## src/rtl/tgen_pkg.sv

```systemverilog
package tgen_pkg;

    localparam int unsigned FIELD_W = 16;
    localparam int unsigned PHASE_W = 10;
    localparam int unsigned CNT_W   = FIELD_W + 1;

    typedef enum logic [3:0] {
        ST_IDLE,
        ST_START,
        ST_WAIT_HI,
        ST_PARK,
        ST_BIT_LO,
        ST_BIT_HI,
        ST_STOP_LO,
        ST_STOP_HI,
        ST_FREE
    } tgen_state_e;

    typedef struct packed {
        logic [PHASE_W-1:0] high_cnt;
        logic [FIELD_W-1:0] rx_pt;
        logic [PHASE_W-1:0] low_cnt;
        logic [FIELD_W-1:0] tx_pt;
        logic [FIELD_W-1:0] free_cnt;
        logic [FIELD_W-1:0] lead_cnt;
    } tgen_cfg_t;

    typedef struct packed {
        logic start;
        logic go_bit;
        logic stop;
        logic hold;
    } tgen_req_t;

    function automatic tgen_cfg_t unpack_cfg(input logic [31:0] w0,
                                             input logic [31:0] w1,
                                             input logic [31:0] w2);
        tgen_cfg_t c;
        c.high_cnt = w0[FIELD_W +: PHASE_W];
        c.rx_pt    = w0[FIELD_W-1:0];
        c.low_cnt  = w1[FIELD_W +: PHASE_W];
        c.tx_pt    = w1[FIELD_W-1:0];
        c.free_cnt = w2[31:FIELD_W];
        c.lead_cnt = w2[FIELD_W-1:0];
        return c;
    endfunction

    // index of the final cycle of a phase lasting len cycles (at least one)
    function automatic logic [CNT_W-1:0] last_idx(input logic [CNT_W-1:0] len);
        return (len == '0) ? '0 : (len - 1'b1);
    endfunction

    function automatic logic is_ready_state(input tgen_state_e s);
        return (s == ST_IDLE) || (s == ST_WAIT_HI) || (s == ST_PARK);
    endfunction

    function automatic logic is_scl_low(input tgen_state_e s);
        return (s == ST_BIT_LO) || (s == ST_STOP_LO) || (s == ST_PARK);
    endfunction

endpackage

```

## src/rtl/tgen_phase_cnt.sv

```systemverilog
module tgen_phase_cnt
    import tgen_pkg::*;
#(
    parameter int unsigned W = CNT_W
) (
    input  logic         clk,
    input  logic         rst,
    input  logic         clr,
    output logic [W-1:0] cnt
);

    always_ff @(posedge clk) begin
        if (rst || clr) begin
            cnt <= '0;
        end else if (cnt != {W{1'b1}}) begin
            cnt <= cnt + 1'b1;
        end
    end

endmodule

```

## src/rtl/tgen_phase_fsm.sv

```systemverilog
module tgen_phase_fsm
    import tgen_pkg::*;
#(
    parameter int unsigned HIGH_EXTRA = 7,
    parameter int unsigned LOW_EXTRA  = 2
) (
    input  logic             clk,
    input  logic             rst,
    input  tgen_cfg_t        cfg,
    input  tgen_req_t        req,
    input  logic [CNT_W-1:0] cnt,
    output tgen_state_e      state,
    output logic             cnt_clr,
    output logic             drv_stb,
    output logic             drv_is_data,
    output logic             smp_stb,
    output logic             start_acc,
    output logic             bit_acc,
    output logic             free_enter
);

    tgen_state_e      nxt;
    logic [CNT_W-1:0] lo_last;
    logic [CNT_W-1:0] hi_last;
    logic [CNT_W-1:0] lead_last;
    logic [CNT_W-1:0] free_last;
    logic             in_lo;

    assign lo_last   = last_idx(CNT_W'(cfg.low_cnt) + CNT_W'(LOW_EXTRA));
    assign hi_last   = last_idx(CNT_W'(cfg.high_cnt) + CNT_W'(HIGH_EXTRA));
    assign lead_last = last_idx(CNT_W'(cfg.lead_cnt));
    assign free_last = last_idx(CNT_W'(cfg.free_cnt));

    always_comb begin
        nxt = state;
        unique case (state)
            ST_IDLE:    if (req.start) nxt = ST_START;
            ST_START:   if (cnt >= lead_last) nxt = ST_WAIT_HI;
            ST_WAIT_HI,
            ST_PARK: begin
                if (req.stop)        nxt = ST_STOP_LO;
                else if (req.go_bit) nxt = ST_BIT_LO;
                else if (req.hold)   nxt = ST_PARK;
            end
            ST_BIT_LO:  if (cnt >= lo_last) nxt = ST_BIT_HI;
            ST_BIT_HI:  if (cnt >= hi_last) nxt = ST_WAIT_HI;
            ST_STOP_LO: if (cnt >= lo_last) nxt = ST_STOP_HI;
            ST_STOP_HI: if (cnt >= hi_last) nxt = ST_FREE;
            ST_FREE:    if (cnt >= free_last) nxt = ST_IDLE;
            default:    nxt = ST_IDLE;
        endcase
    end

    always_ff @(posedge clk) begin
        if (rst) state <= ST_IDLE;
        else     state <= nxt;
    end

    assign cnt_clr     = (nxt != state);
    assign in_lo       = (state == ST_BIT_LO) || (state == ST_STOP_LO);
    assign drv_stb     = in_lo && (cnt == CNT_W'(cfg.tx_pt));
    assign drv_is_data = (state == ST_BIT_LO);
    assign smp_stb     = (state == ST_BIT_HI) && (cnt == CNT_W'(cfg.rx_pt));
    assign start_acc   = (state == ST_IDLE) && (nxt == ST_START);
    assign bit_acc     = (nxt == ST_BIT_LO) && (state != ST_BIT_LO);
    assign free_enter  = (state == ST_STOP_HI) && (nxt == ST_FREE);


    free_blocks_start_chk: assert property (@(posedge clk) disable iff (rst)
        (state == ST_FREE && req.start) |=> (state == ST_FREE || state == ST_IDLE));


    park_holds_chk: assert property (@(posedge clk) disable iff (rst)
        (state == ST_PARK && !req.stop && !req.go_bit) |=> (state == ST_PARK));


    low_bound_chk: assert property (@(posedge clk) disable iff (rst)
        in_lo |-> (cnt <= lo_last));


    high_bound_chk: assert property (@(posedge clk) disable iff (rst)
        (state == ST_BIT_HI || state == ST_STOP_HI) |-> (cnt <= hi_last));

endmodule

```

## src/rtl/tgen_sda_path.sv

```systemverilog
module tgen_sda_path (
    input  logic clk,
    input  logic rst,
    input  logic start_acc,
    input  logic bit_acc,
    input  logic free_enter,
    input  logic drv_stb,
    input  logic drv_is_data,
    input  logic smp_stb,
    input  logic bit_val,
    input  logic sda_in,
    output logic sda_o,
    output logic rx_bit
);

    logic tx_q;

    always_ff @(posedge clk) begin
        if (rst) begin
            sda_o  <= 1'b1;
            tx_q   <= 1'b1;
            rx_bit <= 1'b0;
        end else begin
            if (bit_acc) tx_q <= bit_val;

            if (start_acc)       sda_o <= 1'b0;
            else if (free_enter) sda_o <= 1'b1;
            else if (drv_stb)    sda_o <= drv_is_data ? tx_q : 1'b0;

            if (smp_stb) rx_bit <= sda_in;
        end
    end

endmodule

```

## src/rtl/i2c_scl_timer.sv

```systemverilog
module i2c_scl_timer
    import tgen_pkg::*;
#(
    parameter int unsigned HIGH_EXTRA = 7,
    parameter int unsigned LOW_EXTRA  = 2
) (
    input  logic        clk,
    input  logic        rst,
    input  logic [31:0] cfg_word0,
    input  logic [31:0] cfg_word1,
    input  logic [31:0] cfg_word2,
    input  logic        req_start,
    input  logic        req_bit,
    input  logic        bit_val,
    input  logic        req_stop,
    input  logic        req_hold,
    input  logic        sda_in,
    output logic        scl_o,
    output logic        sda_o,
    output logic        ready,
    output logic        drv_stb,
    output logic        smp_stb,
    output logic        rx_bit
);

    localparam int unsigned TOP_UNUSED = 32 - FIELD_W - PHASE_W;

    tgen_cfg_t        cfg;
    tgen_req_t        req;
    tgen_state_e      st;
    logic [CNT_W-1:0] cnt;
    logic             cnt_clr;
    logic             drv_is_data;
    logic             start_acc;
    logic             bit_acc;
    logic             free_enter;
    logic             unused_cfg_bits;

    assign cfg = unpack_cfg(cfg_word0, cfg_word1, cfg_word2);
    assign req = '{start: req_start, go_bit: req_bit, stop: req_stop, hold: req_hold};
    assign unused_cfg_bits = ^{cfg_word0[31 -: TOP_UNUSED], cfg_word1[31 -: TOP_UNUSED]};

    tgen_phase_cnt #(.W(CNT_W)) i_cnt (
        .clk (clk),
        .rst (rst),
        .clr (cnt_clr),
        .cnt (cnt)
    );

    tgen_phase_fsm #(.HIGH_EXTRA(HIGH_EXTRA), .LOW_EXTRA(LOW_EXTRA)) i_fsm (
        .clk         (clk),
        .rst         (rst),
        .cfg         (cfg),
        .req         (req),
        .cnt         (cnt),
        .state       (st),
        .cnt_clr     (cnt_clr),
        .drv_stb     (drv_stb),
        .drv_is_data (drv_is_data),
        .smp_stb     (smp_stb),
        .start_acc   (start_acc),
        .bit_acc     (bit_acc),
        .free_enter  (free_enter)
    );

    tgen_sda_path i_sda (
        .clk         (clk),
        .rst         (rst),
        .start_acc   (start_acc),
        .bit_acc     (bit_acc),
        .free_enter  (free_enter),
        .drv_stb     (drv_stb),
        .drv_is_data (drv_is_data),
        .smp_stb     (smp_stb),
        .bit_val     (bit_val),
        .sda_in      (sda_in),
        .sda_o       (sda_o),
        .rx_bit      (rx_bit)
    );

    assign scl_o = !is_scl_low(st);
    assign ready = is_ready_state(st);


    strobe_excl_chk: assert property (@(posedge clk) disable iff (rst)
        $onehot0({drv_stb, smp_stb}));


    sda_still_high_chk: assert property (@(posedge clk) disable iff (rst)
        (st == ST_BIT_HI && $past(st) == ST_BIT_HI) |-> $stable(sda_o));


    start_level_chk: assert property (@(posedge clk) disable iff (rst)
        (st == ST_START) |-> (!sda_o && scl_o));


    stop_level_chk: assert property (@(posedge clk) disable iff (rst)
        (st == ST_STOP_HI) |-> (!sda_o && scl_o));

endmodule

```

## config.mk

```make
export PLATFORM = sky130hd
export DESIGN_NAME = i2c_scl_timer
export DESIGN_NICKNAME = d
export VERILOG_FILES = /design/src/rtl/tgen_pkg.sv /design/src/rtl/tgen_phase_cnt.sv /design/src/rtl/tgen_phase_fsm.sv /design/src/rtl/tgen_sda_path.sv /design/src/rtl/i2c_scl_timer.sv
export SDC_FILE = /design/constraint.sdc
export NUM_CORES = 1
export LEC_CHECK = 0
export BUFFER_PORTS_ARGS = -buffer_cell sky130_fd_sc_hd__buf_2
export CORE_MARGIN = 3
export CORE_UTILIZATION = 55
export CTS_CLUSTER_DIAMETER = 50
export CTS_CLUSTER_SIZE = 40
export DETAILED_ROUTE_END_ITERATION = 6
export PLACE_DENSITY_LB_ADDON = 0.12
export SLEW_MARGIN = 20
export SYNTH_ARGS = -nofsm -noshare
export SYNTH_HDL_FRONTEND = slang
export SYNTH_SLANG_ARGS = --single-unit
```

## constraint.sdc

```tcl
create_clock -name clk -period 4.5 [get_ports clk]
set_input_delay 0.225 -clock clk [delete_from_list [all_inputs] [get_ports clk]]
set_output_delay 0.225 -clock clk [all_outputs]
set_load 0.02 [all_outputs]
```

==> reports/metrics.csv, run 1 <==
metric,value,unit
R2R setup slack,1470,ps
Leak Pwr,2.49,nW
I/O Pins,110,
routed vias/inst,5.85,
"commonest non-fill, non-tap cell in the layout",buf_2,
worst reg2reg path depth,11,
critical path's slowest cell,or4_1,
Max Slew Vio Count,0,
CP endpoint kind,flop,
Critical Path Source Type,input port,
outcome,finished clean,
Total GRT Usage,24.8,%
Synth area leader,ha_1,
# DRC,0,
global placement routability congestion,0.902,
worst r2r src,i_cnt.cnt[0],
Final min period,4060,ps
WP depth,17,
Critical Path Start,cfg_word2[2],
Port Buffers,97,
Initial DRC Count,213,
root buffer cell,clkbuf_8,
power consumption,685,uW
clock buffer depth,2,
Post-layout nets,878,
"commonest non-fill, non-tap cells in the layout","buf_2 (97), ha_1 (79), nand2_1 (71), nor2_1 (58), xnor2_1 (49)",
hpwl dp,9970,um
WP buf/inv,2,
Worst VDD drop,90.1,uV
chip width,97.3,um
power per cell area,131,nW/um2
sequential-to-total area share from yosys stat,10.5,%
die area,9470,um2
# setup viols final,0,
Clock Skew,8.85,ps
RSZ-0062 raised after global routing,false,
share of post-route cells with drive strength above 1,19.2,%
initial core utilization,57.9,%
number of max-cap violations,0,
worst hold path class,in -> reg,
initial antenna violation count,0,
DRT Pass-1 Iters,5,
share of Yosys cell area claimed by the top area cell type,21.5,%
Die Span Y,97.3,um
WS Path Type,in -> reg,
Synth Flop Type,dfxtp_1,
clk sink count,24,
hold_ws,204,ps
synth unique cells,77,
Crit path required time,4710,ps
Synth area leaders,"ha_1 (22%), dfxtp_1 (10%), xnor2_1 (9.4%), xor2_1 (8.2%), nand2_1 (5.8%)",
DRT antenna net count,0,
setup bufs post-CTS,0,
yosys warns,0,
hold buffer count at CTS,0,
GR Overflow Total,0,
worst r2r dst,i_cnt.cnt[11],
CTS Buf Count,3,
number of flops mapped to enable cells by yosys,0,
critical path's most frequent cell,or4_4,
worst setup path endpoint,i_cnt.cnt[11],
H-tree levels,1,
synthesis-to-finish area growth,14.4,%
Post-Syn Instances,604,
pin count of the biggest net entering global routing,18,
Placed Area,5170,um2
cts repair resizes,0,
WL/cell,15.3,um
Clock Pin Slew Worst Setup and Hold Paths,90,ps
CP max stage delay,520,ps
critical path data arrival time,4260,ps
DRT Wirelength,12200,um
first-pass GRT wire length,20000,um
Core Area,7930,um2
Post-Syn Area,4590,um2
vias in the first global route,4360,
crit path cell chain,"buf_2, or3_4, nor3_2, nand2_2, or4_4, or4_4, and2_1, ha_1, nand2b_1, a211oi_1, nor3_1, or4_1, a21oi_1, o311a_1, o21ai_4, buf_12, nor2_1",
num rows,32,
slew margin rel.,61.0,%
"Clk Latency, worst-skew pair",280,ps
TNS Setup,0,ps
"FFs w/ async S/R, synth",0,%
Max Fclk,247,MHz
endpoints failing hold,0,
"Design Area, Final",5250,um2
post-synthesis register bit count,24,
Mapped Avg Cell Area,7.59,um2
Worst-Margin Slew,584,ps
DR vias,4654,
diode count,0,
top cell family by delay on the critical path,simple AND/OR/NAND/NOR gates,
CP max FO,17,
TritonCTS clock tree,yes,
"Period Utilization, post-route",90.1,%
==> routing by layer <==
metal | GRT usage, % | wire (um)
met1 | 34.3 | 5500
met2 | 43.0 | 5910
met3 | 2.51 | 623
met4 | 2.77 | 138
met5 | 0 | 0
==> power by group <==
part	total [mW]	leakage, nW	internal, mW	switching, mW
Clock	0.195	0.0357	0.119	0.0758
Combinational	0.266	2.26	0.123	0.143
Sequential	0.224	0.194	0.215	0.00854
==> worst min path at each step <==
stage / depth (start not counted) / start / endpoint
finish: 3 / sda_in / i_sda.rx_bit
global route: 3 / sda_in / i_sda.rx_bit
CTS: 3 / sda_in / i_sda.rx_bit
detailed placement: 3 / sda_in / i_sda.rx_bit
global placement: 3 / sda_in / i_sda.rx_bit
floorplan: 2 / sda_in / i_sda.rx_bit
==> cell type report <==
type | count | area (um2)
Clock buffer | 3 | 41.3
Inverter | 13 | 48.8
Sequential cell | 24 | 480
Multi-Input combinational cell | 551 | 3980
Clock inverter | 1 | 30.0
Tap cell | 102 | 128
Timing Repair Buffer | 102 | 536
Fill cell | 709 | 2680
==> through the flow <==
stage,instances,utilization (%),setup WS [ps]
2_1_floorplan,608,-,535
3_3_place_gp,792,65.3,277
3_5_place_dp,792,65.3,181
4_1_cts,796,66.2,455
5_1_grt,796,66.2,129
6_report,796,66.2,445
==> sequential cells by signal, summed over array words and instances (netlist names) <==
name,flops
i_sda.sda_o,1
i_cnt.cnt,17
i_fsm.state,4
i_sda.rx_bit,1
i_sda.tx_q,1
==> Yosys cell counts (all sizes together) (2+ instances only) <==
| master | number |
|---|---|
| ha | 79 |
| nand2 | 73 |
| nor2 | 60 |
| xnor2 | 49 |
| xor2 | 43 |
| a21oi | 30 |
| nand3 | 27 |
| dfxtp | 24 |
| nor3 | 21 |
| nand4 | 19 |
| o21ai | 17 |
| a21o | 13 |
| clkbuf | 13 |
| inv | 13 |
| or4 | 10 |
| nand2b | 9 |
| nor4 | 9 |
| or3 | 8 |
| and3 | 7 |
| buf | 7 |
| mux2i | 6 |
| a211oi | 5 |
| nor2b | 5 |
| nand3b | 4 |
| a21boi | 3 |
| a31oi | 3 |
| and2 | 3 |
| nor3b | 3 |
| o21a | 3 |
| o31a | 3 |
| a221oi | 2 |
| a32oi | 2 |
| a41oi | 2 |
| and4 | 2 |
| nand4b | 2 |
| o211a | 2 |
| o31ai | 2 |
| or2 | 2 |
==> cell families after synthesis <==
logic type,Yosys count,synth area share (%)
xor gates and xnor gates,92,17.6
AOI/OAI and AO/OA,102,15.8
and+or+nand+nor,266,30.0
adders and majority gates,79,21.5
other,1,0.0818
DFF,24,10.5
muxes,7,1.55
buffers and inverters,33,3.03
==> tightest hold or removal path: cells and delay by family <==
| family | cells | cell delay, ps |
|---|---|---|
| buf+inv | 1 | 80 |
| mux | 1 | 50 |
| simple gates | 1 | 90 |
No activity file was read; power rests on OpenSTA's default activity.
==> inputs of run 2 (changes only) <==
--- a/config.mk
+++ b/config.mk
@@ -5,6 +5,7 @@
 export SDC_FILE = /design/constraint.sdc
 export NUM_CORES = 1
 export LEC_CHECK = 0
+export ABC_AREA = 1
 export BUFFER_PORTS_ARGS = -buffer_cell sky130_fd_sc_hd__buf_2
 export CORE_MARGIN = 3
 export CORE_UTILIZATION = 55
==> run 2 against run 1 <==
  * Clock skew is 5.5 ps lower
  * Largest cell class unchanged
  * Worst setup slack better by 670 ps
  * Routed wire length is 13% higher
  * Global-route usage hardly changed
  * Count of clock-buffer cells in the layout stayed put
  * Highest routed layer unchanged
  * Largest power group unchanged
==> reports/metrics.csv, run 2 <==
metric,value,unit,change
"Clk Latency, worst-skew pair",280,ps,about the same
post-synthesis register bit count,24,,unchanged
Critical Path Source Type,input port,,
Crit path required time,4660,ps,-50 ps
Clock Skew,3.33,ps,-5.52 ps
Layout fillers,979,,+38%
worst reg2reg path depth,15,,+4
max FFs per register,17,,unchanged
Clock Pin Slew Worst Setup and Hold Paths,90,ps,about the same
share of post-route cells with drive strength above 1,18.8,%,-0.40 points
first-pass GRT wire length,22900,um,+14%
CP endpoint kind,flop,,
share of Yosys cell area claimed by the top area cell type,18.3,%,-3.3 points
DR vias,5703,,+23%
WS Path Type,in -> reg,,
I/O Pins,110,,unchanged
Worst VDD drop,140,uV,+56%
non-filler cells in the finished layout,1099,,+38%
TritonCTS clock tree,yes,,
# setup viols final,0,,unchanged
Worst Hold End,i_fsm.state[3],,
cts repair resizes,0,,unchanged
Total GRT Usage,24.8,%,about the same
Port Buffers,97,,unchanged
pre-CTS WS,810,ps,+629 ps
hpwl dp,11400,um,+14%
hold buffer count at CTS,0,,unchanged
initial antenna violation count,0,,unchanged
hold depth,2,,-1
fin worst setup slack,1120,ps,+672 ps
Final min period,3380,ps,-672 ps
"FFs w/ async S/R, synth",0,%,unchanged
vias in the first global route,5158,,+18%
Hold Path Origin,rst,,
num rows,35,,+9.4%
power consumption,727,uW,+6.2%
sequential-to-total area share from yosys stat,8.88,%,-1.6 points
DRT antenna net count,0,,unchanged
initial core utilization,57.4,%,-0.42 points
area of the multi-input gates,4430,um2,+11%
worst r2r src,i_cnt.cnt[1],,
Initial DRC Count,288,,+35%
Max Fclk,296,MHz,+20%
Synth area leaders,"ha_1 (18%), nand2_1 (17%), dfxtp_1 (8.9%), inv_1 (7.7%), nor2_1 (6.7%)",,
Post-Syn Instances,874,,+45%
"commonest non-fill, non-tap cell in the layout",nand2_1,,
Post-Syn Area,5410,um2,+18%
clk sink count,24,,unchanged
number of max-cap violations,0,,unchanged
Synth area leader,ha_1,,
"Period Utilization, post-route",75.2,%,-15 points
critical path's slowest cell,xor2_1,,
Worst-Margin Slew,631,ps,+46.8 ps
register name with the most flops,i_cnt.cnt,,
Leak Pwr,3.24,nW,+30%
R2R setup slack,1440,ps,-30 ps
endpoints failing hold,0,,unchanged
GR Overflow Total,0,,unchanged
synth unique cells,50,,-35%
die area,11100,um2,+17%
Die Span Y,105,um,+8.1%
H-tree levels,1,,unchanged
outcome,finished clean,,
# DRC,0,,unchanged
Mapped Avg Cell Area,6.19,um2,-19%
TNS Setup,0,ps,unchanged
FF/Latch Area,480,um2,unchanged
pin count of the biggest net entering global routing,18,,unchanged
synthesis-to-finish area growth,12.4,%,
CTS Buf Count,3,,unchanged
Post-layout nets,1154,,+31%
global placement routability congestion,0.937,,+3.9%
Core Area,9420,um2,+19%
slew margin rel.,56.8,%,-4.2 points
diode count,0,,unchanged
number of flops mapped to enable cells by yosys,0,,unchanged
WL/cell,12.5,um,-18%
worst r2r dst,i_cnt.cnt[13],,
Synth Flop Type,dfxtp_1,,
biggest regs,"i_cnt.cnt x17, i_fsm.state x4",,
"commonest non-fill, non-tap cells in the layout","nand2_1 (240), inv_1 (111), buf_2 (97), nor2_1 (96), ha_1 (79)",,
cell total after placement,1095,,+38%
critical path data arrival time,3550,ps,-710 ps
chip width,105,um,+8.1%
CP max stage delay,380,ps,-140 ps
DRT Wirelength,13800,um,+13%
RSZ-0062 raised after global routing,false,,
CP max FO,17,,unchanged
setup bufs post-CTS,0,,unchanged
critical path's most frequent cell,nand2_1,,
yosys warns,0,,unchanged
worst hold path class,in -> reg,,
power per cell area,120,nW/um2,-8.4%
top post-synthesis cells by count,"nand2_1 (240), inv_1 (111), nor2_1 (96)",,
clock buffer depth,2,,unchanged
routed vias/inst,5.19,,-11%
Max Slew Vio Count,0,,unchanged
DRT Pass-1 Iters,5,,unchanged
root buffer cell,clkbuf_8,,
"count leader, synth",nand2_1,,
"Design Area, Final",6080,um2,+16%
Placed Area,6010,um2,+16%
-- run 2: cell families after synthesis --
kind of cell | share of synthesized area, %
adders and majority gates | 18.3
DFF | 8.88
other | 0.0693
xor gates and xnor gates | 9.97
and+or+nand+nor | 45.0
buffers and inverters | 9.53
AOI/OAI and AO/OA | 8.31
-- run 2: how the worst max path moves through the flow --
stage                             start            end  slack [ps]  depth (start not counted)
after floorplan           cfg_word0[17]  i_cnt.cnt[12]        1330                         29
after global placement    cfg_word0[16]  i_cnt.cnt[11]         880                         29
after detailed placement  cfg_word0[16]   i_cnt.cnt[8]         810                         29
after CTS                 cfg_word0[16]  i_cnt.cnt[11]        1100                         29
after global routing      cfg_word1[17]  i_cnt.cnt[11]         690                         28
final                     cfg_word0[16]   i_cnt.cnt[8]        1120                         29
-- run 2: final cells by class --
| class | count | share of cell area, % |
|---|---|---|
| Clock buffer | 3 | 0.679 |
| Clock inverter | 1 | 0.494 |
| Inverter | 120 | 7.47 |
| Multi-Input combinational cell | 725 | 72.8 |
| Sequential cell | 24 | 7.90 |
| Tap cell | 129 | 2.65 |
| Timing Repair Buffer | 97 | 7.99 |
-- run 2: worst max-delay path, delay by kind of cell --
kind / cells / cell delay (ps)
buf+inv: 5 / 360
simple gates: 21 / 2030
xor+xnor: 1 / 380
fa+ha+maj: 2 / 510
-- run 2: stage by stage --
| stage | utilization, % | hold WS, ps |
|---|---|---|
| 5_1_grt | 64.6 | 172 |
| 4_1_cts | 64.6 | 178 |
| 3_3_place_gp | 63.8 | 449 |
| 3_5_place_dp | 63.8 | 463 |
| 2_1_floorplan | - | 294 |
| 6_report | 64.6 | 175 |
-- run 2: layer usage --
layer | GRT usage [%] | vias up | wire (um)
met1 | 33.9 | 2486 | 6380
met4 | 6.19 | 0 | 224
met5 | 0 | - | 0
met3 | 1.85 | 20 | 897
met2 | 42.2 | 178 | 6280
li1 | - | 3019 | -
-- run 2: where the power goes --
group	switching (mW)	total, mW	internal, mW
logic	0.183	0.305	0.122
clock network	0.0798	0.199	0.119
registers	0.00789	0.224	0.216
